<file path="config.mk">
export PLATFORM = sky130hd
export DESIGN_NAME = miss_status_table
export DESIGN_NICKNAME = d
export VERILOG_FILES = /design/src/rtl/mst_pkg.sv /design/src/rtl/mst_entry_bank.sv /design/src/rtl/mst_lookup_port.sv /design/src/rtl/mst_free_finder.sv /design/src/rtl/miss_status_table.sv
export SDC_FILE = /design/constraint.sdc
export NUM_CORES = 1
export LEC_CHECK = 0
export BUFFER_PORTS_ARGS = -buffer_cell sky130_fd_sc_hd__buf_2
export CAP_MARGIN = 10
export CORE_ASPECT_RATIO = 0.9
export CORE_MARGIN = 3
export CORE_UTILIZATION = 40
export DETAILED_ROUTE_END_ITERATION = 8
export GPL_ROUTABILITY_DRIVEN = 0
export RECOVER_POWER = 50
export SLEW_MARGIN = 20
export SYNTH_ARGS = -nofsm -noshare
export SYNTH_HDL_FRONTEND = slang
export SYNTH_SLANG_ARGS = --single-unit
</file>
<file path="constraint.sdc">
create_clock -name clk -period 2.38 [get_ports clk]
set_input_delay 0.119 -clock clk [delete_from_list [all_inputs] [get_ports clk]]
set_output_delay 0.119 -clock clk [all_outputs]
set_load 0.02 [all_outputs]
</file>
<file path="src/rtl/mst_pkg.sv">
package mst_pkg;

    // Upper bound on table depth supported by the priority helpers.
    localparam int MST_MAX_DEPTH = 64;

    // Position of the lowest set bit; 0 when the vector is empty.
    function automatic int unsigned mst_lowest(input logic [MST_MAX_DEPTH-1:0] v);
        int unsigned pos;
        pos = 0;
        for (int i = MST_MAX_DEPTH - 1; i >= 0; i--) begin
            if (v[i]) pos = i;
        end
        return pos;
    endfunction

endpackage

</file>
<file path="src/rtl/mst_entry_bank.sv">
module mst_entry_bank #(
    parameter int DEPTH       = 8,
    parameter int IDX_W       = 3,
    parameter int ADDR_W      = 16,
    parameter int THREAD_W    = 2,
    parameter int STATE_W     = 3,
    parameter int ACK_W       = 4,
    parameter bit WRITE_FIRST = 1'b0
) (
    input  logic                             clk,
    input  logic                             rst_n,
    input  logic                             wr_en,
    input  logic [IDX_W-1:0]                 wr_idx,
    input  logic                             wr_valid,
    input  logic [ADDR_W-1:0]                wr_addr,
    input  logic [THREAD_W-1:0]              wr_thread,
    input  logic                             wr_wake,
    input  logic [STATE_W-1:0]               wr_state,
    input  logic                             wr_evict,
    input  logic [ACK_W-1:0]                 wr_acks,
    output logic [DEPTH-1:0]                 st_valid,
    output logic [DEPTH-1:0]                 vw_valid,
    output logic [DEPTH-1:0][ADDR_W-1:0]     vw_addr,
    output logic [DEPTH-1:0][THREAD_W-1:0]   vw_thread,
    output logic [DEPTH-1:0]                 vw_wake,
    output logic [DEPTH-1:0][STATE_W-1:0]    vw_state,
    output logic [DEPTH-1:0]                 vw_evict,
    output logic [DEPTH-1:0][ACK_W-1:0]      vw_acks
);

    for (genvar e = 0; e < DEPTH; e++) begin : g_ent
        logic                sel;
        logic                r_valid;
        logic [ADDR_W-1:0]   r_addr;
        logic [THREAD_W-1:0] r_thread;
        logic                r_wake;
        logic [STATE_W-1:0]  r_state;
        logic                r_evict;
        logic [ACK_W-1:0]    r_acks;

        assign sel = wr_en && (wr_idx == IDX_W'(e));

        always_ff @(posedge clk or negedge rst_n) begin
            if (!rst_n) begin
                r_valid  <= 1'b0;
                r_addr   <= '0;
                r_thread <= '0;
                r_wake   <= 1'b0;
                r_state  <= '0;
                r_evict  <= 1'b0;
                r_acks   <= '0;
            end else if (sel) begin
                r_valid  <= wr_valid;
                r_addr   <= wr_addr;
                r_thread <= wr_thread;
                r_wake   <= wr_wake;
                r_state  <= wr_state;
                r_evict  <= wr_evict;
                r_acks   <= wr_acks;
            end
        end

        assign st_valid[e] = r_valid;

        if (WRITE_FIRST) begin : g_bypass
            assign vw_valid[e]  = sel ? wr_valid  : r_valid;
            assign vw_addr[e]   = sel ? wr_addr   : r_addr;
            assign vw_thread[e] = sel ? wr_thread : r_thread;
            assign vw_wake[e]   = sel ? wr_wake   : r_wake;
            assign vw_state[e]  = sel ? wr_state  : r_state;
            assign vw_evict[e]  = sel ? wr_evict  : r_evict;
            assign vw_acks[e]   = sel ? wr_acks   : r_acks;
        end else begin : g_stored
            assign vw_valid[e]  = r_valid;
            assign vw_addr[e]   = r_addr;
            assign vw_thread[e] = r_thread;
            assign vw_wake[e]   = r_wake;
            assign vw_state[e]  = r_state;
            assign vw_evict[e]  = r_evict;
            assign vw_acks[e]   = r_acks;
        end
    end

endmodule

</file>
<file path="src/rtl/mst_lookup_port.sv">
module mst_lookup_port
    import mst_pkg::*;
#(
    parameter int DEPTH    = 8,
    parameter int IDX_W    = 3,
    parameter int SET_W    = 6,
    parameter int ADDR_W   = 16,
    parameter int THREAD_W = 2,
    parameter int STATE_W  = 3,
    parameter int ACK_W    = 4
) (
    input  logic [SET_W-1:0]                 key,
    input  logic [DEPTH-1:0]                 vw_valid,
    input  logic [DEPTH-1:0][ADDR_W-1:0]     vw_addr,
    input  logic [DEPTH-1:0][THREAD_W-1:0]   vw_thread,
    input  logic [DEPTH-1:0]                 vw_wake,
    input  logic [DEPTH-1:0][STATE_W-1:0]    vw_state,
    input  logic [DEPTH-1:0]                 vw_evict,
    input  logic [DEPTH-1:0][ACK_W-1:0]      vw_acks,
    output logic                             hit,
    output logic [IDX_W-1:0]                 idx,
    output logic [ADDR_W-1:0]                addr,
    output logic [THREAD_W-1:0]              thread,
    output logic                             wake,
    output logic [STATE_W-1:0]               state,
    output logic                             evict,
    output logic [ACK_W-1:0]                 acks
);

    logic [MST_MAX_DEPTH-1:0] match;

    always_comb begin
        match = '0;
        for (int i = 0; i < DEPTH; i++) begin
            match[i] = vw_valid[i] && (vw_addr[i][SET_W-1:0] == key);
        end
    end

    always_comb begin
        hit    = |match;
        idx    = '0;
        addr   = '0;
        thread = '0;
        wake   = 1'b0;
        state  = '0;
        evict  = 1'b0;
        acks   = '0;
        if (hit) begin
            idx    = IDX_W'(mst_lowest(match));
            addr   = vw_addr[idx];
            thread = vw_thread[idx];
            wake   = vw_wake[idx];
            state  = vw_state[idx];
            evict  = vw_evict[idx];
            acks   = vw_acks[idx];
        end
    end

endmodule

</file>
<file path="src/rtl/mst_free_finder.sv">
module mst_free_finder
    import mst_pkg::*;
#(
    parameter int DEPTH = 8,
    parameter int IDX_W = 3
) (
    input  logic [DEPTH-1:0] st_valid,
    output logic [IDX_W-1:0] free_idx,
    output logic             free_any
);

    logic [MST_MAX_DEPTH-1:0] empty;

    always_comb begin
        empty = '0;
        empty[DEPTH-1:0] = ~st_valid;
        free_any = |empty;
        free_idx = free_any ? IDX_W'(mst_lowest(empty)) : '0;
    end

endmodule

</file>
<file path="src/rtl/miss_status_table.sv">
module miss_status_table #(
    parameter int THREADS     = 4,
    parameter int NPORTS      = 3,
    parameter int ADDR_W      = 16,
    parameter int SET_W       = 6,
    parameter int STATE_W     = 3,
    parameter int ACK_W       = 4,
    parameter bit WRITE_FIRST = 1'b0,
    localparam int DEPTH      = 2 * THREADS,
    localparam int IDX_W      = (DEPTH > 1) ? $clog2(DEPTH) : 1,
    localparam int THREAD_W   = (THREADS > 1) ? $clog2(THREADS) : 1
) (
    input  logic                              clk,
    input  logic                              rst_n,
    input  logic                              wr_en,
    input  logic [IDX_W-1:0]                  wr_idx,
    input  logic                              wr_valid,
    input  logic [ADDR_W-1:0]                 wr_addr,
    input  logic [THREAD_W-1:0]               wr_thread,
    input  logic                              wr_wake,
    input  logic [STATE_W-1:0]                wr_state,
    input  logic                              wr_evict,
    input  logic [ACK_W-1:0]                  wr_acks,
    input  logic [NPORTS-1:0][SET_W-1:0]      lk_set,
    output logic [NPORTS-1:0]                 lk_hit,
    output logic [NPORTS-1:0][IDX_W-1:0]      lk_idx,
    output logic [NPORTS-1:0][ADDR_W-1:0]     lk_addr,
    output logic [NPORTS-1:0][THREAD_W-1:0]   lk_thread,
    output logic [NPORTS-1:0]                 lk_wake,
    output logic [NPORTS-1:0][STATE_W-1:0]    lk_state,
    output logic [NPORTS-1:0]                 lk_evict,
    output logic [NPORTS-1:0][ACK_W-1:0]      lk_acks,
    output logic [IDX_W-1:0]                  free_idx,
    output logic                              free_any
);

    logic [DEPTH-1:0]               st_valid;
    logic [DEPTH-1:0]               vw_valid;
    logic [DEPTH-1:0][ADDR_W-1:0]   vw_addr;
    logic [DEPTH-1:0][THREAD_W-1:0] vw_thread;
    logic [DEPTH-1:0]               vw_wake;
    logic [DEPTH-1:0][STATE_W-1:0]  vw_state;
    logic [DEPTH-1:0]               vw_evict;
    logic [DEPTH-1:0][ACK_W-1:0]    vw_acks;

    mst_entry_bank #(
        .DEPTH(DEPTH), .IDX_W(IDX_W), .ADDR_W(ADDR_W), .THREAD_W(THREAD_W),
        .STATE_W(STATE_W), .ACK_W(ACK_W), .WRITE_FIRST(WRITE_FIRST)
    ) u_bank (
        .clk(clk), .rst_n(rst_n),
        .wr_en(wr_en), .wr_idx(wr_idx), .wr_valid(wr_valid), .wr_addr(wr_addr),
        .wr_thread(wr_thread), .wr_wake(wr_wake), .wr_state(wr_state),
        .wr_evict(wr_evict), .wr_acks(wr_acks),
        .st_valid(st_valid), .vw_valid(vw_valid), .vw_addr(vw_addr),
        .vw_thread(vw_thread), .vw_wake(vw_wake), .vw_state(vw_state),
        .vw_evict(vw_evict), .vw_acks(vw_acks)
    );

    for (genvar p = 0; p < NPORTS; p++) begin : g_port
        mst_lookup_port #(
            .DEPTH(DEPTH), .IDX_W(IDX_W), .SET_W(SET_W), .ADDR_W(ADDR_W),
            .THREAD_W(THREAD_W), .STATE_W(STATE_W), .ACK_W(ACK_W)
        ) u_lookup (
            .key(lk_set[p]),
            .vw_valid(vw_valid), .vw_addr(vw_addr), .vw_thread(vw_thread),
            .vw_wake(vw_wake), .vw_state(vw_state), .vw_evict(vw_evict),
            .vw_acks(vw_acks),
            .hit(lk_hit[p]), .idx(lk_idx[p]), .addr(lk_addr[p]),
            .thread(lk_thread[p]), .wake(lk_wake[p]), .state(lk_state[p]),
            .evict(lk_evict[p]), .acks(lk_acks[p])
        );
    end

    mst_free_finder #(
        .DEPTH(DEPTH), .IDX_W(IDX_W)
    ) u_free (
        .st_valid(st_valid), .free_idx(free_idx), .free_any(free_any)
    );

endmodule

</file>
==> summary.md <==
| Metric | Value |
|---|---|
| I/O Buffers | 148 |
| Largest net degree at the start of global routing | 70 |
| Hold Crit Start | wr_idx[0] |
| CTS Sinks | between 200 and 250 |
| Sum Neg Setup Slack | -81.79 ns |
| CP Max Fanout | 16 |
| Final hold violation count | 0 |
| CP startpoint kind | register |
| Count of pins over their slew limit | 40 |
| Reg2reg start | u_bank.g_ent[3].r_addr[4] |
| First-pass GRT wire length | just over 100000 um |
| Final nets | about 1800 |
| Critical Path RT | 2.26 ns |
| Root Driver | clkbuf_16 |
| DR WL/cell | about 30 um |
| Clk buf depth | 3 |
| Hold Path Depth | 4 |
| Endpoints failing setup | between 90 and 100 |
| Final min period | roughly 3.4 ns |
| Placed cells | between 2000 and 2500 |
| Antenna-violating nets left | 0 |
| Register area share after synthesis | between 30% and 40% |
| Vias | about 15000 |
| Power per cell area | slightly below 700 nW/um^2 |
| WL final | around 69000 um |
| Reg clk slew, reported paths | 0.06 ns |
| Dpl ws | -0.456 ns |
| Peak VDD IR | around 0.52 mV |
| Iter 0 DRT Violations | about 1400 |
| Status | finished with violations |
| Gate power share | 40.2% |
| Crit path from | u_bank.g_ent[6].r_addr[1] |
| Layout cell share with drive strength beyond 1 | between 60% and 70% |
| Ys Warns | 0 |
| Async SR Flop Fraction | 100% |
| Post-DP Area | between 15000 and 20000 um^2 |
| Non-Filler Instances | about 2300 |
| Layout overhead on the synthesized area | 59.3% |
| Register-to-Register Path Depth | 4 |
| Power Internal | roughly 11 mW |
| Fmax achieved | slightly below 300 MHz |
| Fin crit share | 143% |
| Static Leak | just over 10 nW |
| Netlist cell types | between 40 and 50 |
| Clk_lat worst skew | 0.53 ns |
| Final WS setup | -1.02 ns |
| Drt pass-1 iters | 5 |
| Syn avg cell area | between 10 and 15 um^2 |
| Synth Register Bits | around 220 |
| Grt ovf | 0 |
| Sw frac | 37.9% |
| Util after Layout | between 60% and 70% |
| Switch Pwr | ~6.6 mW |
| Reg-to-reg setup timing slack | around 1.1 ns |
| CTS tree | yes |
| CTS buffer count | 26 |
| Reg power frac | between 30% and 40% |
| DR vias/cell | ~6.6 |
| Critical path arrival | 3.28 ns |
| Max_cap viols | 2 |
| # rows | between 60 and 70 |
| Top Ports | between 100 and 150 |
| Vias in the first global route | roughly 16000 |
| Setup Skew | 0 ns |
| Post-synth EDFFs | 0 |
| Cell area after synthesis | between 15000 and 20000 um^2 |
| Crit path kind | reg -> out |
| Critical Path Sink Type | primary output |
| H-tree depth | 1 |
| Starting Density | approximately 41% |
| Slew @ Worst Pin | 1.91 ns |
| Syn nets | between 1000 and 1500 |
| # DRC | 0 |
| Finished Cell Area | roughly 25000 um^2 |
| Core ar. | roughly 38000 um^2 |
| Width of the die | roughly 210 um |
| Syn Inst Count | about 1400 |
| Hold Path Sink | u_bank.g_ent[4].r_addr[15] |
| Main synth FF type | dfrtp_1 |
| Reg2reg end | u_bank.g_ent[3].r_addr[4] |
| Die height | 194 um |
| Clk network pwr share | between 20% and 30% |
| Failing checks | max-capacitance violations, max-slew violations, negative setup slack |
| Total global-route track usage | between 30 and 40% |
| HPWL after DPL | between 40000 and 50000 um |
| Worst slew margin | -27.3% |
| RSZ-0062 raised after global routing | yes |
| Hold Path Class | in -> reg |
| Die Area | between 40000 and 50000 um^2 |
| Initial antenna violation count | 2 |
[placed cells by master (no fill, tap or decap), drive strengths merged, types with 5 or more instances in the layout]
cell type,netlist,final
o31ai,81,81
or4,8,8
dlygate4sd3,0,29
clkinv,1,5
inv,10,9
or2,6,6
nand4,25,25
clkbuf,77,54
a22oi,162,162
buf,119,471
nor2,9,9
mux2,305,305
or3,5,5
nor4,19,19
xnor2,75,75
a221oi,162,162
xor2,69,69
a21oi,8,8
nand2,10,10
dfrtp,224,224
[worst max path at each step]
stage / to / cells past startpoint
2_1_floorplan: lk_hit[0] / 9
3_3_place_gp: lk_addr[28] / 10
3_5_place_dp: lk_addr[19] / 9
4_1_cts: lk_addr[10] / 10
5_1_grt: lk_addr[1] / 10
6_report: lk_wake[0] / 9
[cells by family (layout without fill, tap and decap cells)]
kind of cell / count (synthesis) / in the layout / share of synthesized area [%]
mux: 305 / 305 / 23.0
simple gates: 104 / 104 / 4.20
other cells: 0 / 1 / 0
flops: 224 / 224 / 35.8
buf+inv: 207 / 573 / 7.12
compound gates: 425 / 427 / 21.8
xor+xnor: 144 / 144 / 8.06
[worst max-delay path, stage by stage (launching register included)]
cell and delay [ns]:
dfrtp_2 0.45, xnor2_1 0.20, nand4_1 0.16, or4_1 0.44
a21oi_2 0.19, o211a_4 0.39, buf_12 0.23, mux2_4 0.33
o31ai_2 0.11, buf_4 0.22
[area by class of cell]
| class | instances | area [um^2] |
|---|---|---|
| fillers | 2760 | 13500 |
| multi-input cells | 980 | 12100 |
| flip-flops and latches | 224 | 5640 |
| repair buffers | 515 | 5550 |
| clock buffers | 41 | 808 |
| well taps | 525 | 657 |
| inverters | 11 | 78.8 |
| clock inverters | 5 | 77.6 |
| repair inverters | 1 | 16.3 |
| diodes | 1 | 2.50 |
[repair_timing]
action                                 4_1_cts  5_1_grt
hold buffers                                29        0
setup endpoints to repair                   93       93
pin swaps                                   46       20
setup buffers                               55        9
cloned                                      27        4
endpoints found under the hold margin      447        0
gates resized for setup                    435      176
[stage by stage]
| step | power (mW) | hold WS [ns] |
|---|---|---|
| 2_1_floorplan | 9.09 | -0.177 |
| 3_3_place_gp | 11.0 | 0.0572 |
| 3_5_place_dp | 11.2 | 0.0566 |
| 4_1_cts | 16.7 | 0.0927 |
| 5_1_grt | 17.9 | 0.287 |
| 6_report | 17.3 | 0.284 |
[sequential cells by signal, summed over array words and instances (netlist names)]
name,count
u_bank.g_ent.r_wake,8
u_bank.g_ent.r_acks,32
u_bank.g_ent.r_evict,8
u_bank.g_ent.r_valid,8
u_bank.g_ent.r_state,24
u_bank.g_ent.r_addr,128
u_bank.g_ent.r_thread,16
[power groups by stage]
stage               Clock, mW  Sequential, mW  Combinational, mW
floorplan                   0            5.33               3.75
global placement            0            5.82               5.22
detailed placement          0            5.87               5.30
CTS                      4.27            5.93               6.49
global route             4.42            6.25               7.26
finish                   4.22            6.14               6.96
[cell usage after synthesis, drive strengths merged (19+ instances only)]
master	n	area [um^2]
a221oi	162	1420
buf	119	776
nand4	25	156
xor2	69	604
dfrtp	224	5610
mux2	305	3600
xnor2	75	657
a22oi	162	1220
o31ai	81	608
clkbuf	77	289
nor4	19	131
[metal layers]
metal	GRT usage [%]	part of all wire, %
met1	41.8	41
met2	49.5	46
met3	6.03	8.1
met4	13.1	4.8
met5	0	0.013
No activity file was read; power rests on OpenSTA's default activity.
